===== config.mk =====
export PLATFORM = sky130hd
export DESIGN_NAME = vco_postdiv
export DESIGN_NICKNAME = d
export VERILOG_FILES = /design/src/rtl/vco_postdiv_pkg.sv /design/src/rtl/postdiv_cfg.sv /design/src/rtl/postdiv_phase.sv /design/src/rtl/postdiv_pass_gate.sv /design/src/rtl/vco_postdiv.sv
export SDC_FILE = /design/constraint.sdc
export NUM_CORES = 1
export LEC_CHECK = 0
export ABC_AREA = 1
export BUFFER_PORTS_ARGS = -buffer_cell sky130_fd_sc_hd__buf_2
export CAP_MARGIN = 20
export CORE_MARGIN = 1
export CORE_UTILIZATION = 60
export CTS_CLUSTER_SIZE = 25
export DETAILED_ROUTE_END_ITERATION = 10
export HOLD_SLACK_MARGIN = 0.1
export PLACE_DENSITY_LB_ADDON = 0.2
export SETUP_SLACK_MARGIN = 0.02
export SYNTH_ARGS = -nofsm -noshare
export SYNTH_HDL_FRONTEND = slang
export SYNTH_SLANG_ARGS = --single-unit

===== constraint.sdc =====
create_clock -name clk_i -period 3 [get_ports clk_i]
set_input_delay 0.45 -clock clk_i [delete_from_list [all_inputs] [get_ports clk_i]]
set_output_delay 0.45 -clock clk_i [all_outputs]
set_load 0.02 [all_outputs]

===== src/rtl/vco_postdiv_pkg.sv =====
package vco_postdiv_pkg;
  typedef enum logic [1:0] {
    PD_OFF  = 2'b00,
    PD_PASS = 2'b01,
    PD_HALF = 2'b10,
    PD_PROG = 2'b11
  } pd_mode_e;
endpackage


===== src/rtl/postdiv_cfg.sv =====
// Holds the active configuration; reloads only when the phase logic says a
// period has ended. Derives the ratio and low-phase length from it.
module postdiv_cfg
  import vco_postdiv_pkg::*;
#(
  parameter int QW = 10,
  parameter int CW = QW + 1
) (
  input  logic          clk_i,
  input  logic          rst_ni,
  input  logic          load_i,
  input  logic [1:0]    mode_i,
  input  logic [QW-1:0] q_i,
  output pd_mode_e      act_mode_o,
  output logic [CW-1:0] ratio_o,
  output logic [CW-1:0] low_len_o
);
  pd_mode_e      mode_q;
  logic [QW-1:0] val_q;
  logic [CW:0]   ratio_p1;

  always_ff @(posedge clk_i or negedge rst_ni) begin
    if (!rst_ni) begin
      mode_q <= PD_OFF;
      val_q  <= '0;
    end else if (load_i) begin
      mode_q <= pd_mode_e'(mode_i);
      val_q  <= q_i;
    end
  end

  always_comb begin
    case (mode_q)
      PD_HALF: ratio_o = CW'(2);
      PD_PROG: ratio_o = CW'(val_q) + CW'(2);
      default: ratio_o = CW'(1);
    endcase
  end

  // low phase = ceil(ratio / 2)
  assign ratio_p1   = {1'b0, ratio_o} + (CW+1)'(1);
  assign low_len_o  = ratio_p1[CW:1];
  assign act_mode_o = mode_q;
endmodule


===== src/rtl/postdiv_phase.sv =====
// Counts input cycles within one output period and produces the divided level.
module postdiv_phase
  import vco_postdiv_pkg::*;
#(
  parameter int CW = 11
) (
  input  logic          clk_i,
  input  logic          rst_ni,
  input  pd_mode_e      act_mode_i,
  input  logic [CW-1:0] ratio_i,
  input  logic [CW-1:0] low_len_i,
  output logic          load_o,
  output logic [CW-1:0] cnt_o,
  output logic          div_o
);
  logic [CW-1:0] cnt_q;
  logic [CW-1:0] cnt_nxt;
  logic          div_q;
  logic          undivided;

  assign undivided = (act_mode_i == PD_OFF) || (act_mode_i == PD_PASS);
  assign load_o    = undivided || (cnt_q == ratio_i - CW'(1));
  assign cnt_nxt   = cnt_q + CW'(1);

  always_ff @(posedge clk_i or negedge rst_ni) begin
    if (!rst_ni) begin
      cnt_q <= '0;
      div_q <= 1'b0;
    end else if (load_o) begin
      cnt_q <= '0;
      div_q <= 1'b0;
    end else begin
      cnt_q <= cnt_nxt;
      div_q <= (cnt_nxt >= low_len_i);
    end
  end

  assign cnt_o = cnt_q;
  assign div_o = div_q;
endmodule


===== src/rtl/postdiv_pass_gate.sv =====
// Enable for the pass-through path, updated only while the input clock is low.
module postdiv_pass_gate (
  input  logic clk_i,
  input  logic rst_ni,
  input  logic pass_i,
  output logic gate_o
);
  logic gate_q;

  always_ff @(negedge clk_i or negedge rst_ni) begin
    if (!rst_ni) gate_q <= 1'b0;
    else         gate_q <= pass_i;
  end

  assign gate_o = gate_q;
endmodule


===== src/rtl/vco_postdiv.sv =====
module vco_postdiv
  import vco_postdiv_pkg::*;
#(
  parameter int QW = 10
) (
  input  logic          clk_i,
  input  logic          rst_ni,
  input  logic [1:0]    mode_i,
  input  logic [QW-1:0] q_i,
  output logic          clk_o
);
  localparam int CW = QW + 1;

  pd_mode_e      act_mode;
  logic [CW-1:0] ratio;
  logic [CW-1:0] low_len;
  logic [CW-1:0] cnt;
  logic          load;
  logic          div_q;
  logic          gate;

  postdiv_cfg #(.QW(QW), .CW(CW)) u_cfg (
    .clk_i      (clk_i),
    .rst_ni     (rst_ni),
    .load_i     (load),
    .mode_i     (mode_i),
    .q_i        (q_i),
    .act_mode_o (act_mode),
    .ratio_o    (ratio),
    .low_len_o  (low_len)
  );

  postdiv_phase #(.CW(CW)) u_phase (
    .clk_i      (clk_i),
    .rst_ni     (rst_ni),
    .act_mode_i (act_mode),
    .ratio_i    (ratio),
    .low_len_i  (low_len),
    .load_o     (load),
    .cnt_o      (cnt),
    .div_o      (div_q)
  );

  postdiv_pass_gate u_gate (
    .clk_i  (clk_i),
    .rst_ni (rst_ni),
    .pass_i (act_mode == PD_PASS),
    .gate_o (gate)
  );

  assign clk_o = (clk_i & gate) | div_q;
endmodule


### Word-level counts from Yosys, hierarchy flattened

Index checks and enable logic that the tools add are counted.

| storage, ports and cells | value |
|---|---|
| register bits | 25 |
| input bits | 14 |
| logic and storage cells | 22 |
| output and inout bits | 1 |

| operators by class | value |
|---|---|
| reductions and logical operators | 3 |
| add/subtract/negate cells | 4 |
| bitwise gates (word level) | 2 |
| muxes and demuxes | 3 |
| equal/unequal tests | 4 |
| magnitude comparators | 1 |

Operators by type and width:

| kind | count |
|---|---|
| $pmux W11 S2 | 1 |
| $add A11 B1 Y12 const B | 1 |
| $add A10 B2 Y11 const B | 1 |
| $add A11 B1 Y11 const B | 1 |
| $eq A11 B11 Y1 | 1 |
| $ge A11 B11 Y1 | 1 |
| $mux W11 | 1 |
| $sub A11 B1 Y11 const B | 1 |
| $eq A2 B2 Y1 const B | 2 |
| $eq A2 B1 Y1 const B | 1 |
| $logic_not A2 Y1 | 1 |
| $logic_or A1 B1 Y1 | 2 |
| $and A1 B1 Y1 | 1 |
| $mux W1 | 1 |
| $or A1 B1 Y1 | 1 |

### Longest topological paths before layout

Gate-level depths: netlist (run 1).

| depth | value |
|---|---|
| depth in word-level cells | 6 |
| mapped depth | 19 |
| depth with buffers taken out | 18 |

### Hierarchy

Synthesis (run 1) repeated with hierarchy kept, for this count alone.

| unflattened totals | value |
|---|---|
| cells, all modules | 327 |
| area, all modules | 2,302.2 sq um |

By module, submodules not included:

| module | area each (sq um) | sequential area each (sq um) | cells each | instances |
|---|---|---|---|---|
| postdiv_phase | 1,296.2 | 300.3 | 201 | 1 |
| postdiv_cfg | 959.7 | 300.3 | 120 | 1 |
| postdiv_pass_gate | 25.0 | 25.0 | 1 | 1 |
| vco_postdiv | 21.3 | 0.0 | 5 | 1 |

==> metrics.yaml, run 1 <==
outcome:
  status: "complete, no violations"
setup_path:
  required_ps: 2550
  critical_path.startpoint_type: "flip-flop"
  critPathArrivalTime_ps: 2530
  end_kind: "output port"
  cp_max_fo: 1
  crit_type: "reg2out"
die:
  fp.dieW_um: 63.1
  initial_core_util: 0.650
  rows: 21
  die_height_um: 63.1
  die-area_mm2: 0.00398
  core_area_mm2: 0.00344
  io_pins: 15
synthesis:
  ys_top_cells_by_count: "103 x nand2_1, 52 x inv_1, 47 x nand3_1"
  ys_warn_count: 0
  syn_area_mm2: 0.00224
  synth-edff-count: 0
  async_reset_ff_frac: 1.00
  syn_nets: 373
  ys_seq_area_frac: 0.280
  synthFlopType: "dfrtp_1"
  ys_ff_latch: 25
  synth_top_area_cell: "dfrtp_1"
  yosysUniqueCellTypes: 31
  synth_most_common_cell: "nand2_1"
  syn_avg_cell_area_um2: 6.50
  netlist_instances: 344
  synth_area_leaders: "dfrtp_1 27%, nand2_1 17%, nand3_1 11%, inv_1 8.7%, ha_1 8.4%"
  yosys.area.top_type_share: 0.268
placement:
  dp_hpwl_mm: 4.02
  numPortBuffers: 14
  pre_cts_slack_ps: 81.8
  gp_congestion: 0.930
cells_and_area:
  syn2layout_area_growth_pct: 12.9
  antennaDiodeCount: 0
  drive_gt1_frac: 0.131
  fillCellCount: 282
  regArea_um2: 628
  multiInputGateArea_mm2: 0.00141
  final_nets: 397
clock_tree:
  clkSlewWorstSetupHoldPaths_ps: 100
  clk_latency_ps: 400
  cts_tree: "yes"
power:
  power_frac_comb: 0.027
  ir_worst_vdd_v: 0.000204
  p_int_mw: 0.524
  p_sw_frac: 0.212
  power_mw: 0.665
  powerDensity_mw_per_mm2: 263
  leakage_nw: 1.46
  clock_power_share: 0.467
  power_frac_seq: 0.507
  p_switching_mw: 0.141
detailed_routing:
  top_layer_used: "met4"
  drt-initial-drc-count: 115
  vias: 2201
  route.met2.wl_mm: 2.36
  avgViaCountPerCell: 5.33
  avgRoutedWirePerCell_um: 12.6
  wl_met1_mm: 2.40
  firstDrtPassIters: 4
  drc: 0
  dr_wl_met3_um: 274
  drt_wl_total_mm: 5.22
  ant_nets: 0
sta:
  hold_ws_ps: 244
  slew_viol_final: 0
  clock_skew_ps: 22.0
  grt_setup_unrepaired: "true"
  setup_violations: 0
  fin_ws_ps: 23.2
  finalHoldViolations: 0
global_routing:
  grt_pass1_wl_mm: 9.03
  grt_max_degree: 25
  antenna_found_initial: 0
  grt_pass1_vias: 2107
  grtUsageTotal: 0.293
  overflow: 0
run:
  cap_violations: 0
hold_path:
  hp-class: "in2reg"
-- power by group through the flow --
stage                 clock (mW)  combinational (mW)  sequential (mW)
after CTS                  0.322              0.0182            0.337
after global routing       0.334              0.0206            0.337
final                      0.310              0.0177            0.337
-- stage by stage --
stage                     TNS [ps]  utilization  std cells  cell area (µm²)
final                            0        0.734        413             2520
after global routing         -48.7        0.734        413             2520
after CTS                        0        0.720        412             2480
after detailed placement         0        0.688        404             2370
after global placement           0        0.688        404             2370
after floorplan                  0            -        344             2240
-- registers in the layout, indices dropped and copies added, names as in the netlist --
register          cells
u_cfg.val_q          10
u_gate.gate_o         1
u_phase.cnt_o        11
u_cfg.act_mode_o      2
u_phase.div_o         1
-- critical path: stages, from the launching register on --
cell     delay [ps]
dfrtn_1         400
a21o_1          120
buf_6           110
-- routing by layer --
metal  vias to the layer above  GRT usage
met2                        66      0.474
met3                        21     0.0580
met5                         -          0
li1                       1139          -
met4                         0      0.160
met1                       975      0.363
-- cells in the final DEF, fill, tap and decap left out, types with 2 or more instances in the layout --
master and n:
nand3_2 4, nor2_1 31, inv_1 51, nor2_2 5
nor3_1 3, xor2_1 14, nand4_1 9, nand2_1 103
dfrtp_2 2, xnor2_1 3, ha_1 15, clkbuf_8 6
nand3_1 46, buf_4 7, a21oi_1 8, o21ai_0 5
dfrtp_1 22, inv_2 2, buf_2 13
-- repair_timing --
action                                 in CTS  in global routing
setup endpoints to repair                   2                  2
hold buffers                                1                  0
gates cloned                                0                  0
buffers inserted                            0                  1
gates resized for setup                     3                 11
endpoints found under the hold margin      24                  0
-- worst paths after layout --
check | slack [ps] | endpoint | from | depth (start not counted)
hold / removal | 240 | u_cfg.act_mode_o[1] | mode_i[1] | 3
min in group asynchronous | 600 | u_phase.cnt_o[1] | rst_ni | 3
hold reg to reg | 520 | u_phase.cnt_o[0] | u_phase.cnt_o[0] | 1
setup reg to reg | 150 | u_phase.div_o | u_cfg.val_q[1] | 14
setup / recovery | 20 | clk_o | u_gate.gate_o | 2
max in group asynchronous | 1140 | u_gate.gate_o | rst_ni | 2
-- logic make-up after synthesis --
family          share of synthesized area
xor+xnor                           0.0666
buf+inv                             0.108
other cells                       0.00168
compound gates                     0.0610
simple gates                        0.399
fa+ha+maj                          0.0839
flops                               0.280
-- layout make-up --
cell class	instances	share of cell area
Multi-Input combinational cell	259	0.556
Sequential cell	25	0.249
Inverter	54	0.0813
Timing Repair Buffer	21	0.0505
Clock buffer	7	0.0372
Tap cell	46	0.0228
Clock inverter	1	0.00297
No activity file was read; power rests on OpenSTA's default activity.
==> run 2: changes to the inputs <==
--- a/config.mk
+++ b/config.mk
@@ -14,6 +14,7 @@
 export DETAILED_ROUTE_END_ITERATION = 10
 export HOLD_SLACK_MARGIN = 0.1
 export PLACE_DENSITY_LB_ADDON = 0.2
+export RECOVER_POWER = 50
 export SETUP_SLACK_MARGIN = 0.02
 export SYNTH_ARGS = -nofsm -noshare
 export SYNTH_HDL_FRONTEND = slang
==> metrics.yaml, run 2 (synthesis results as in run 1) <==
setup_path:
  crit_type: "reg2out"  # unchanged
  critPathArrivalTime_ps: 2530  # about the same
  cp-endpoint: "clk_o"  # unchanged
  r2r_cells: 14  # unchanged
  r2r-end: "u_phase.div_o"  # unchanged
  critical_path.startpoint_type: "flip-flop"  # unchanged
  rrSetupSlack_ps: 150  # about the same
  end_kind: "output port"  # unchanged
  reg2reg_from: "u_cfg.val_q[1]"  # unchanged
  required_ps: 2550  # about the same
  cp-startpoint: "u_gate.gate_o"  # unchanged
  cp_max_fo: 1  # unchanged
outcome:
  status: "complete, no violations"  # unchanged
die:
  rows: 21  # unchanged
  die_height_um: 63.1  # unchanged
  core_area_mm2: 0.00344  # unchanged
  die-area_mm2: 0.00398  # unchanged
  initial_core_util: 0.650  # unchanged
  io_pins: 15  # unchanged
  fp.dieW_um: 63.1  # unchanged
detailed_routing:
  drc: 0  # unchanged
  ant_nets: 0  # unchanged
  drt-initial-drc-count: 115  # unchanged
  firstDrtPassIters: 4  # unchanged
  avgRoutedWirePerCell_um: 12.6  # about the same
  drt_wl_total_mm: 5.21  # was 5.22 mm
  vias: 2201  # unchanged
  avgViaCountPerCell: 5.33  # unchanged
global_routing:
  grt_pass1_vias: 2107  # unchanged
  grt_max_degree: 25  # unchanged
  overflow: 0  # unchanged
  antenna_found_initial: 0  # unchanged
  grtUsageTotal: 0.293  # unchanged
  grt_pass1_wl_mm: 9.03  # unchanged
placement:
  dp_hpwl_mm: 4.02  # unchanged
  numPortBuffers: 14  # unchanged
  pre_cts_slack_ps: 81.8  # unchanged
  gp_congestion: 0.930  # unchanged
  place_area_mm2: 0.00237  # unchanged
sta:
  finalHoldViolations: 0  # unchanged
  max_slew_margin: 0.0967
  clock_skew_ps: 22.0  # about the same
  hold_ws_ps: 244  # about the same
  worstMarginPinSlew_ps: 1350
  setup_violations: 0  # unchanged
  slew_viol_final: 0  # unchanged
  fin_ws_ps: 23.2  # about the same
  grt_setup_unrepaired: "true"  # unchanged
clock_tree:
  clk_latency_ps: 400  # about the same
  cts_tree: "yes"  # unchanged
  clkSlewWorstSetupHoldPaths_ps: 100  # about the same
cells_and_area:
  final_nets: 397  # unchanged
  drive_gt1_frac: 0.125  # was 0.131
  layout_commonest_cell: "nand2_1"  # unchanged
  final_cell_mix: "103 x nand2_1, 51 x inv_1, 46 x nand3_1, 31 x nor2_1, 22 x dfrtp_1"  # unchanged
  antennaDiodeCount: 0  # unchanged
  syn2layout_area_growth_pct: 12.6  # was 12.9%
  design_area_mm2: 0.00252  # about the same
  largest_reg_flops: 11  # unchanged
  fin_util: 0.732  # was 0.734
power:
  leakage_nw: 1.46  # about the same
  power_mw: 0.664  # was 0.665 mW
  ir_worst_vdd_v: 0.000203  # was 0.000204 V
  powerDensity_mw_per_mm2: 263  # about the same
hold_path:
  hp-class: "in2reg"  # unchanged
run:
  cap_violations: 0  # unchanged
## run 2: changes by cell type in the layout (fill, tap and decap cells not counted)
| cell | previous run | this run |
|---|---|---|
| buf_2 | 13 | 12 |
| buf_4 | 7 | 6 |
| clkbuf_1 | 0 | 2 |
## run 2: power by group
part | total (mW) | switching (mW) | leakage, nW | internal [mW]
registers | 0.337 | 0 | 0.272 | 0.337
clock network | 0.310 | 0.131 | 0.0606 | 0.179
logic | 0.0169 | 0.00972 | 1.12 | 0.00718
## run 2: final cells by class
class                           instances  area, µm²
Fill cell                             283        922
Clock inverter                          1       7.51
Tap cell                               46       57.6
Multi-Input combinational cell        259       1410
Sequential cell                        25        628
Timing Repair Buffer                   21        123
Clock buffer                            7       93.8
Inverter                               54        205
## run 2: metrics by stage
stage                     instances  TNS [ps]
after floorplan                 344         0
after global placement          404         0
after detailed placement        404         0
after CTS                       412         0
after global routing            413     -48.7
final                           413         0
## run 2: what timing repair did
item | in CTS | in global routing
endpoints found under the hold margin | 24 | 0
buffers inserted | 0 | 1
setup endpoints to repair | 2 | 2
hold buffers | 1 | 0
resized for setup | 3 | 11
## run 2: per-layer routing
layer	GRT usage	wire length [µm]	up-vias	part of all wire
met1	0.363	2400	975	0.46
li1	-	-	1139	-
met5	0	0	-	0
met4	0.160	186	0	0.036
met3	0.0580	275	21	0.053
met2	0.474	2360	66	0.45
## run 2: worst min-delay path by stage
stage,from,endpoint,slack [ps],depth (start not counted)
detailed placement,rst_ni,u_phase.cnt_o[1],490,2
CTS,mode_i[1],u_cfg.act_mode_o[1],240,3
global placement,rst_ni,u_phase.cnt_o[2],490,2
global route,q_i[3],u_cfg.val_q[3],250,3
floorplan,rst_ni,u_cfg.act_mode_o[0],150,0
finish,mode_i[1],u_cfg.act_mode_o[1],240,3
## run 2: critical path, stage by stage, from the launching register on
cell     delay, ps
dfrtn_1        400
a21o_1         120
buf_6          110
